===== src/rtl/vmac_pkg.sv =====
// Package: shared clip-code type and limiter widths for the MAC array.
// Assumes: clip codes are fixed by the block's interface definition.
package vmac_pkg;
    typedef enum logic [1:0] {
        CLIP_8    = 2'b00,
        CLIP_16   = 2'b01,
        CLIP_24   = 2'b10,
        CLIP_NONE = 2'b11
    } clip_e;

    localparam int CLIP_W_SMALL = 8;
    localparam int CLIP_W_MID   = 16;
    localparam int CLIP_W_WIDE  = 24;
endpackage


===== src/rtl/vmac_seq.sv =====
// Module: vmac_seq
// Counts the beats of a pass (one activation beat, then LANES weight beats).
// It produces the load, accumulate and clear strobes and the broadcast index,
// and raises a one-cycle result strobe after the last pass of a group.
// Assumes: LANES >= 2. Side inputs are meaningful only on the activation beat.
module vmac_seq #(
    parameter int LANES = 8
) (
    input  logic                       clk,
    input  logic                       rst_n,
    input  logic                       beat_valid,
    input  logic                       pass_clear,
    input  logic                       pass_last,
    input  logic [1:0]                 clip_sel,
    output logic                       beat_ready,
    output logic                       load_x,
    output logic                       mac_en,
    output logic                       clear_acc,
    output logic [$clog2(LANES)-1:0]   x_idx,
    output logic                       res_valid,
    output logic [1:0]                 clip_q
);
    localparam int CW = $clog2(LANES + 1);
    localparam int IW = $clog2(LANES);

    logic [CW-1:0] cnt_q;
    logic          last_q;
    logic          pres_q;
    logic          accept;

    // Handshake and strobe decode for the current beat.
    always_comb begin
        beat_ready = !pres_q;
        accept     = beat_valid && !pres_q;
        load_x     = accept && (cnt_q == '0);
        clear_acc  = load_x && pass_clear;
        mac_en     = accept && (cnt_q != '0);
        x_idx      = IW'(cnt_q - CW'(1));
        res_valid  = pres_q;
    end

    // Beat counter, pass side-input capture and result strobe.
    always_ff @(posedge clk) begin
        if (!rst_n) begin
            cnt_q  <= '0;
            last_q <= 1'b0;
            pres_q <= 1'b0;
            clip_q <= 2'b00;
        end else begin
            pres_q <= accept && (cnt_q == CW'(LANES)) && last_q;
            if (accept) begin
                if (cnt_q == '0) begin
                    cnt_q  <= CW'(1);
                    last_q <= pass_last;
                    clip_q <= clip_sel;
                end else if (cnt_q == CW'(LANES)) begin
                    cnt_q <= '0;
                end else begin
                    cnt_q <= cnt_q + CW'(1);
                end
            end
        end
    end

    // result strobe lasts a single cycle
    p_one_shot_r8: assert property (@(posedge clk) disable iff (!rst_n)
        res_valid |=> !res_valid);

    // no beat is consumed while results are presented
    p_busy_r9: assert property (@(posedge clk) disable iff (!rst_n)
        res_valid |-> !(load_x || mac_en));

    // beat counter stays within one pass
    p_cnt_range_r3: assert property (@(posedge clk) disable iff (!rst_n)
        cnt_q <= CW'(LANES));
endmodule


===== src/rtl/vmac_lane.sv =====
// Module: vmac_lane
// One lane: multiplies a signed activation by a signed weight and adds the
// sign-extended product into a saturating accumulator. A sticky flag records
// any saturation.
// Assumes: ACC_W > X_W + W_W. clear and mac_en are never high together.
module vmac_lane #(
    parameter int X_W   = 8,
    parameter int W_W   = 16,
    parameter int ACC_W = 32
) (
    input  logic                    clk,
    input  logic                    rst_n,
    input  logic                    clear,
    input  logic                    mac_en,
    input  logic signed [X_W-1:0]   x,
    input  logic signed [W_W-1:0]   w,
    output logic signed [ACC_W-1:0] acc,
    output logic                    ovf
);
    localparam int PW = X_W + W_W;
    localparam logic signed [ACC_W-1:0] ACC_MAX = {1'b0, {(ACC_W-1){1'b1}}};
    localparam logic signed [ACC_W-1:0] ACC_MIN = {1'b1, {(ACC_W-1){1'b0}}};

    logic signed [PW-1:0]  prod;
    logic signed [ACC_W:0] sum;
    logic signed [ACC_W-1:0] sat_sum;
    logic                  sat_hit;

    // Product, widened sum and saturation decision.
    always_comb begin
        prod    = x * w;
        sum     = {acc[ACC_W-1], acc} + {{(ACC_W+1-PW){prod[PW-1]}}, prod};
        sat_hit = sum[ACC_W] != sum[ACC_W-1];
        if (!sat_hit)
            sat_sum = sum[ACC_W-1:0];
        else if (sum[ACC_W])
            sat_sum = ACC_MIN;
        else
            sat_sum = ACC_MAX;
    end

    // Accumulator and sticky overflow update.
    always_ff @(posedge clk) begin
        if (!rst_n) begin
            acc <= '0;
            ovf <= 1'b0;
        end else if (clear) begin
            acc <= '0;
            ovf <= 1'b0;
        end else if (mac_en) begin
            acc <= sat_sum;
            ovf <= ovf | sat_hit;
        end
    end

    // a full accumulator stays full under a non-negative product
    p_sat_hold_r5: assert property (@(posedge clk) disable iff (!rst_n)
        (mac_en && acc == ACC_MAX && !prod[PW-1]) |=> acc == ACC_MAX);

    // overflow flag only drops on clear
    p_ovf_sticky_r6: assert property (@(posedge clk) disable iff (!rst_n)
        (ovf && !clear) |=> ovf);

    // accumulator holds when no weight beat is consumed
    p_acc_hold_r3: assert property (@(posedge clk) disable iff (!rst_n)
        (!mac_en && !clear) |=> $stable(acc));
endmodule


===== src/rtl/vmac_clip.sv =====
// Module: vmac_clip
// Saturating limiter. It clips a signed word to 8, 16 or 24 bits by code, or
// passes it through, and keeps the result sign-extended in the full width.
// Assumes: ACC_W > 24.
module vmac_clip
    import vmac_pkg::*;
#(
    parameter int ACC_W = 32
) (
    input  logic [1:0]              sel,
    input  logic signed [ACC_W-1:0] din,
    output logic signed [ACC_W-1:0] dout
);
    localparam logic signed [ACC_W-1:0] HI8  = (ACC_W'(1) <<< (CLIP_W_SMALL-1)) - ACC_W'(1);
    localparam logic signed [ACC_W-1:0] HI16 = (ACC_W'(1) <<< (CLIP_W_MID-1))   - ACC_W'(1);
    localparam logic signed [ACC_W-1:0] HI24 = (ACC_W'(1) <<< (CLIP_W_WIDE-1))  - ACC_W'(1);

    logic signed [ACC_W-1:0] hi;
    logic signed [ACC_W-1:0] lo;

    // Pick bounds from the code and clamp.
    always_comb begin
        case (clip_e'(sel))
            CLIP_8:  hi = HI8;
            CLIP_16: hi = HI16;
            CLIP_24: hi = HI24;
            default: hi = {1'b0, {(ACC_W-1){1'b1}}};
        endcase
        lo = -hi - ACC_W'(1);
        if (din > hi)
            dout = hi;
        else if (din < lo)
            dout = lo;
        else
            dout = din;
    end
endmodule


===== src/rtl/vecmac_array.sv =====
// Module: vecmac_array (top)
// Eight-lane broadcast multiply-accumulate array for one layer step.
// It stores an activation vector and broadcasts activation k to all lanes
// for weight beat k. Lane sums are presented through saturating limiters.
// Assumes: BUS_W == LANES*W_W and LANES*X_W <= BUS_W.
module vecmac_array
    import vmac_pkg::*;
#(
    parameter int LANES = 8,
    parameter int X_W   = 8,
    parameter int W_W   = 16,
    parameter int ACC_W = 32,
    parameter int BUS_W = 128
) (
    input  logic                   clk,
    input  logic                   rst_n,
    input  logic                   beat_valid,
    output logic                   beat_ready,
    input  logic [BUS_W-1:0]       beat_data,
    input  logic                   pass_clear,
    input  logic                   pass_last,
    input  logic [1:0]             clip_sel,
    output logic                   res_valid,
    output logic [LANES*ACC_W-1:0] res_data,
    output logic [LANES-1:0]       lane_ovf
);
    localparam int IW = $clog2(LANES);

    logic          load_x;
    logic          mac_en;
    logic          clear_acc;
    logic [IW-1:0] x_idx;
    logic [1:0]    clip_q;
    logic signed [X_W-1:0] x_q [LANES];
    logic signed [X_W-1:0] x_bcast;

    vmac_seq #(.LANES(LANES)) seq_i (
        .clk        (clk),
        .rst_n      (rst_n),
        .beat_valid (beat_valid),
        .pass_clear (pass_clear),
        .pass_last  (pass_last),
        .clip_sel   (clip_sel),
        .beat_ready (beat_ready),
        .load_x     (load_x),
        .mac_en     (mac_en),
        .clear_acc  (clear_acc),
        .x_idx      (x_idx),
        .res_valid  (res_valid),
        .clip_q     (clip_q)
    );

    // Broadcast mux: activation selected by the weight-beat index.
    always_comb x_bcast = x_q[x_idx];

    for (genvar g = 0; g < LANES; g++) begin : g_lane
        logic signed [ACC_W-1:0] acc;
        logic signed [ACC_W-1:0] clipped;

        // Activation store for element g, written on the activation beat.
        always_ff @(posedge clk) begin
            if (!rst_n)
                x_q[g] <= '0;
            else if (load_x)
                x_q[g] <= beat_data[g*X_W +: X_W];
        end

        vmac_lane #(.X_W(X_W), .W_W(W_W), .ACC_W(ACC_W)) lane_i (
            .clk    (clk),
            .rst_n  (rst_n),
            .clear  (clear_acc),
            .mac_en (mac_en),
            .x      (x_bcast),
            .w      (beat_data[g*W_W +: W_W]),
            .acc    (acc),
            .ovf    (lane_ovf[g])
        );

        vmac_clip #(.ACC_W(ACC_W)) clip_i (
            .sel  (clip_q),
            .din  (acc),
            .dout (clipped)
        );

        assign res_data[g*ACC_W +: ACC_W] = clipped;

        // 8-bit clip code keeps presented values in the 8-bit range
        p_clip8_range_r7: assert property (@(posedge clk) disable iff (!rst_n)
            (res_valid && clip_q == CLIP_8) |->
            (clipped <= ACC_W'(127) && clipped >= -ACC_W'(128)));
    end
endmodule


===== config.mk =====
export PLATFORM = sky130hd
export DESIGN_NAME = vecmac_array
export DESIGN_NICKNAME = d
export VERILOG_FILES = /design/src/rtl/vmac_pkg.sv /design/src/rtl/vmac_seq.sv /design/src/rtl/vmac_lane.sv /design/src/rtl/vmac_clip.sv /design/src/rtl/vecmac_array.sv
export SDC_FILE = /design/constraint.sdc
export NUM_CORES = 2
export LEC_CHECK = 0
export ABC_AREA = 1
export BUFFER_PORTS_ARGS = -buffer_cell sky130_fd_sc_hd__buf_2
export CELL_PAD_IN_SITES_DETAIL_PLACEMENT = 0
export CELL_PAD_IN_SITES_GLOBAL_PLACEMENT = 1
export CORE_UTILIZATION = 39
export CTS_CLUSTER_SIZE = 40
export DETAILED_ROUTE_END_ITERATION = 12
export GPL_ROUTABILITY_DRIVEN = 0
export PLACE_DENSITY = 0.79
export SLEW_MARGIN = 20
export SYNTH_ARGS = -nofsm -noshare
export SYNTH_HDL_FRONTEND = slang
export SYNTH_HIERARCHICAL = 1
export SYNTH_SLANG_ARGS = --single-unit

===== constraint.sdc =====
create_clock -name clk -period 6.5 [get_ports clk]
set_input_delay 1.3 -clock clk [delete_from_list [all_inputs] [get_ports clk]]
set_output_delay 1.3 -clock clk [all_outputs]
set_load 0.05 [all_outputs]

==> impl_metrics.toml <==
[yosys]
synth_seq_cells = 336
synth.most_common_cell = "nand2_1"
synth-async-reset-ratio_pct = 0
synth_edf_count = 64
yosysTopAreaCellShare_pct = 30.0
synth_top_area_cell = "fa_1"
synth.avg_cell_area_um2 = 7.36
synthSimpleGateAreaFrac_pct = 24.4
synthTopCellsByCount = "nand2_1 (3439), inv_1 (2431), fa_1 (1312)"
synth-adder-area-share_pct = 44.8
syn_nets = 14400
ys.warnings.count = 6
yosysSeqAreaShare_pct = 8.41
synth_area_um2 = 87600
synth_compound_area_share_pct = 7.37
synthMuxAreaShare_pct = 0
synthXorXnorAreaFrac_pct = 1.91
synth_ff_type = "dfxtp_1"
synthCells = 11900
synth_area_leaders = "fa_1 (30%), ha_1 (15%), nand2_1 (15%)"
synth_top_family_by_area = "adder cells"
yosysUniqueCellTypes = 50

[critical_path]
worst_setup_path_end_kind = "flop"
cp_top_family = "adder cells"
crit-reg2reg-launch = "seq_i/cnt_q[1]$_SDFFE_PN0P_"
critPathKind = "flop to flop"
worstPathMaxFanout = 8
worst-path-buf-inv = 8
crit_path_top_delay_cell = "fa_2"
critPathLaunchType = "flop"
cp_data_required_time_ns = 7.08
setup.worst_path.start = "seq_i/cnt_q[1]$_SDFFE_PN0P_"
critPathArrivalTime_ns = 6.87
crit_top_cell = "nand2_1"
ff2ff_setup_slack_ns = 0.21
max_stage_delay_ns = 0.59

[clock_tree]
cts_tree = "built"
cts_sinks = 336
clockBufferDepth = 3
cts_root_buffer = "clkbuf_16"
clk_pin_slew_ns = 0.06
clkLatencyLatePin_ns = 0.65
cts_made_buffers = 46
cts_max_level = 2

[routing]
dr.pass1.iters = 6
drtIter0Drc = 4554
drt-total-wl_um = 271000
via_per_inst = 4.97
vias = 76500
ant_nets = 0
routedWlPerCell_um = 17.6
drc_errors = 0

[timing]
hold_viol = 0
relSlewSlack_pct = 35.1
period_needed_ns = 6.29
setup_viol = 0
fin_ws_ns = 0.209
fmax_ghz = 0.159
finClkSkew_ns = 0.0251
holdWs_ns = 0.452
worstMarginPinSlew_ns = 0.973
drv_slew = 0
fin_tns_setup_ns = 0
rsz0062_at_grt = "yes"
fin_crit_sh_pct = 96.8

[die]
die_h_um = 476
initial_utilization_pct = 39.3
dieArea_um2 = 226000
die_w_um = 476
rows = 173
coreArea_um2 = 223000
io_pins = 401

[status]
status = "completed"

[cells_and_area]
final_nets = 14800
final_util_pct = 44.6
area_growth_pct = 13.5
layout-drive-gt1-share_pct = 14.5

[placed_design]
dp.final_hpwl_um = 219000
portBuffers = 400
place_ws_ns = -0.124

[min_path]
hold_start = "seq_i/last_q$_SDFFE_PN0P_"
hold_path.class = "flop to flop"

[grt]
use_met1_pct = 30.7
use_met3_pct = 2.48
grt-ovfl-total = 0
grt_pass1_wl_um = 423000
grt_max_degree = 160
grt.total_usage_pct = 23.3
grt_antenna_before_repair = 63
met2_usage_pct = 40.4
grt_pass1_vias = 78500
grt_most_used_layer = "met2"

[job]
max-cap-violations = 0
## kinds of logic after synthesis
kind of cell,Yosys count
adder cells (fa/ha/maj),2346
flip-flops,336
AO/OA/AOI/OAI,1026
buffers and inverters,2897
AND/OR/NAND/NOR,5104
XOR/XNOR,191
## registers in the layout (all words and copies together) (netlist names)
signal             flops
x_q                   64
g_lane.lane_i/ovf      8
seq_i/res_valid        1
seq_i/cnt_q            4
seq_i/last_q           1
g_lane.lane_i/acc    256
seq_i/clip_q           2
## worst min-delay path, delay by kind of cell (launching register included)
kind          cells  cell delay [ns]
simple gates      2             0.10
flops             1             0.30
## path summary, 6_finish.rpt
check,endpoint,cells after the start
worst max-delay path,g_lane[1].lane_i/acc[27]$_SDFFE_PP0P_,33
worst min register to register,seq_i/res_valid$_SDFF_PN0_,2
worst min-delay path,seq_i/res_valid$_SDFF_PN0_,2
worst max register to register,g_lane[1].lane_i/acc[27]$_SDFFE_PP0P_,33
## metal layers
layer / part of all wire [%] / up-vias
met2: 48 / 1821
met4: 2.8 / 28
met5: 0.067 / -
li1: - / 36900
met1: 44 / 37400
met3: 5.1 / 383
## stage by stage
stage,area [um2],std cells
final,99400,15400
after global routing,99300,15400
after CTS,96300,15300
after detailed placement,94500,15200
after global placement,94500,15200
after floorplan,87600,11900
## cells in the final DEF (no fill, tap or decap), types with 71 or more instances in the layout
master      n
nor2_2     73
o21ai_2    92
nor2_1    646
or2_2      71
fa_1     1298
inv_1    2405
nand4_1   103
a21oi_1   415
buf_2     400
buf_4     308
nand2_1  3395
nand2_2   146
ha_1      921
a21oi_2   193
xor2_1    137
nand3_1   477
o21ai_0   108
dfxtp_1   270
## cell type report
type	instances	area, um2
inverter	2464	9300
fill	22400	123000
sequential	336	7370
multi-input combinational	8681	70600
clock buffer	59	1290
clock inverter	25	268
antenna	14	35.0
tap	2975	3720
timing repair buffer	828	6760
## timing repair
item | CTS | global route
resized for setup | 25 | 383
gates cloned | 5 | 36
endpoints found under the setup margin | 265 | 363
pin swaps | 2 | 80
hold buffers | 0 | 0
setup buffers | 2 | 45
Power is not shown: default switching activity piles up to over one toggle a cycle in this logic, so the estimate is an artifact.
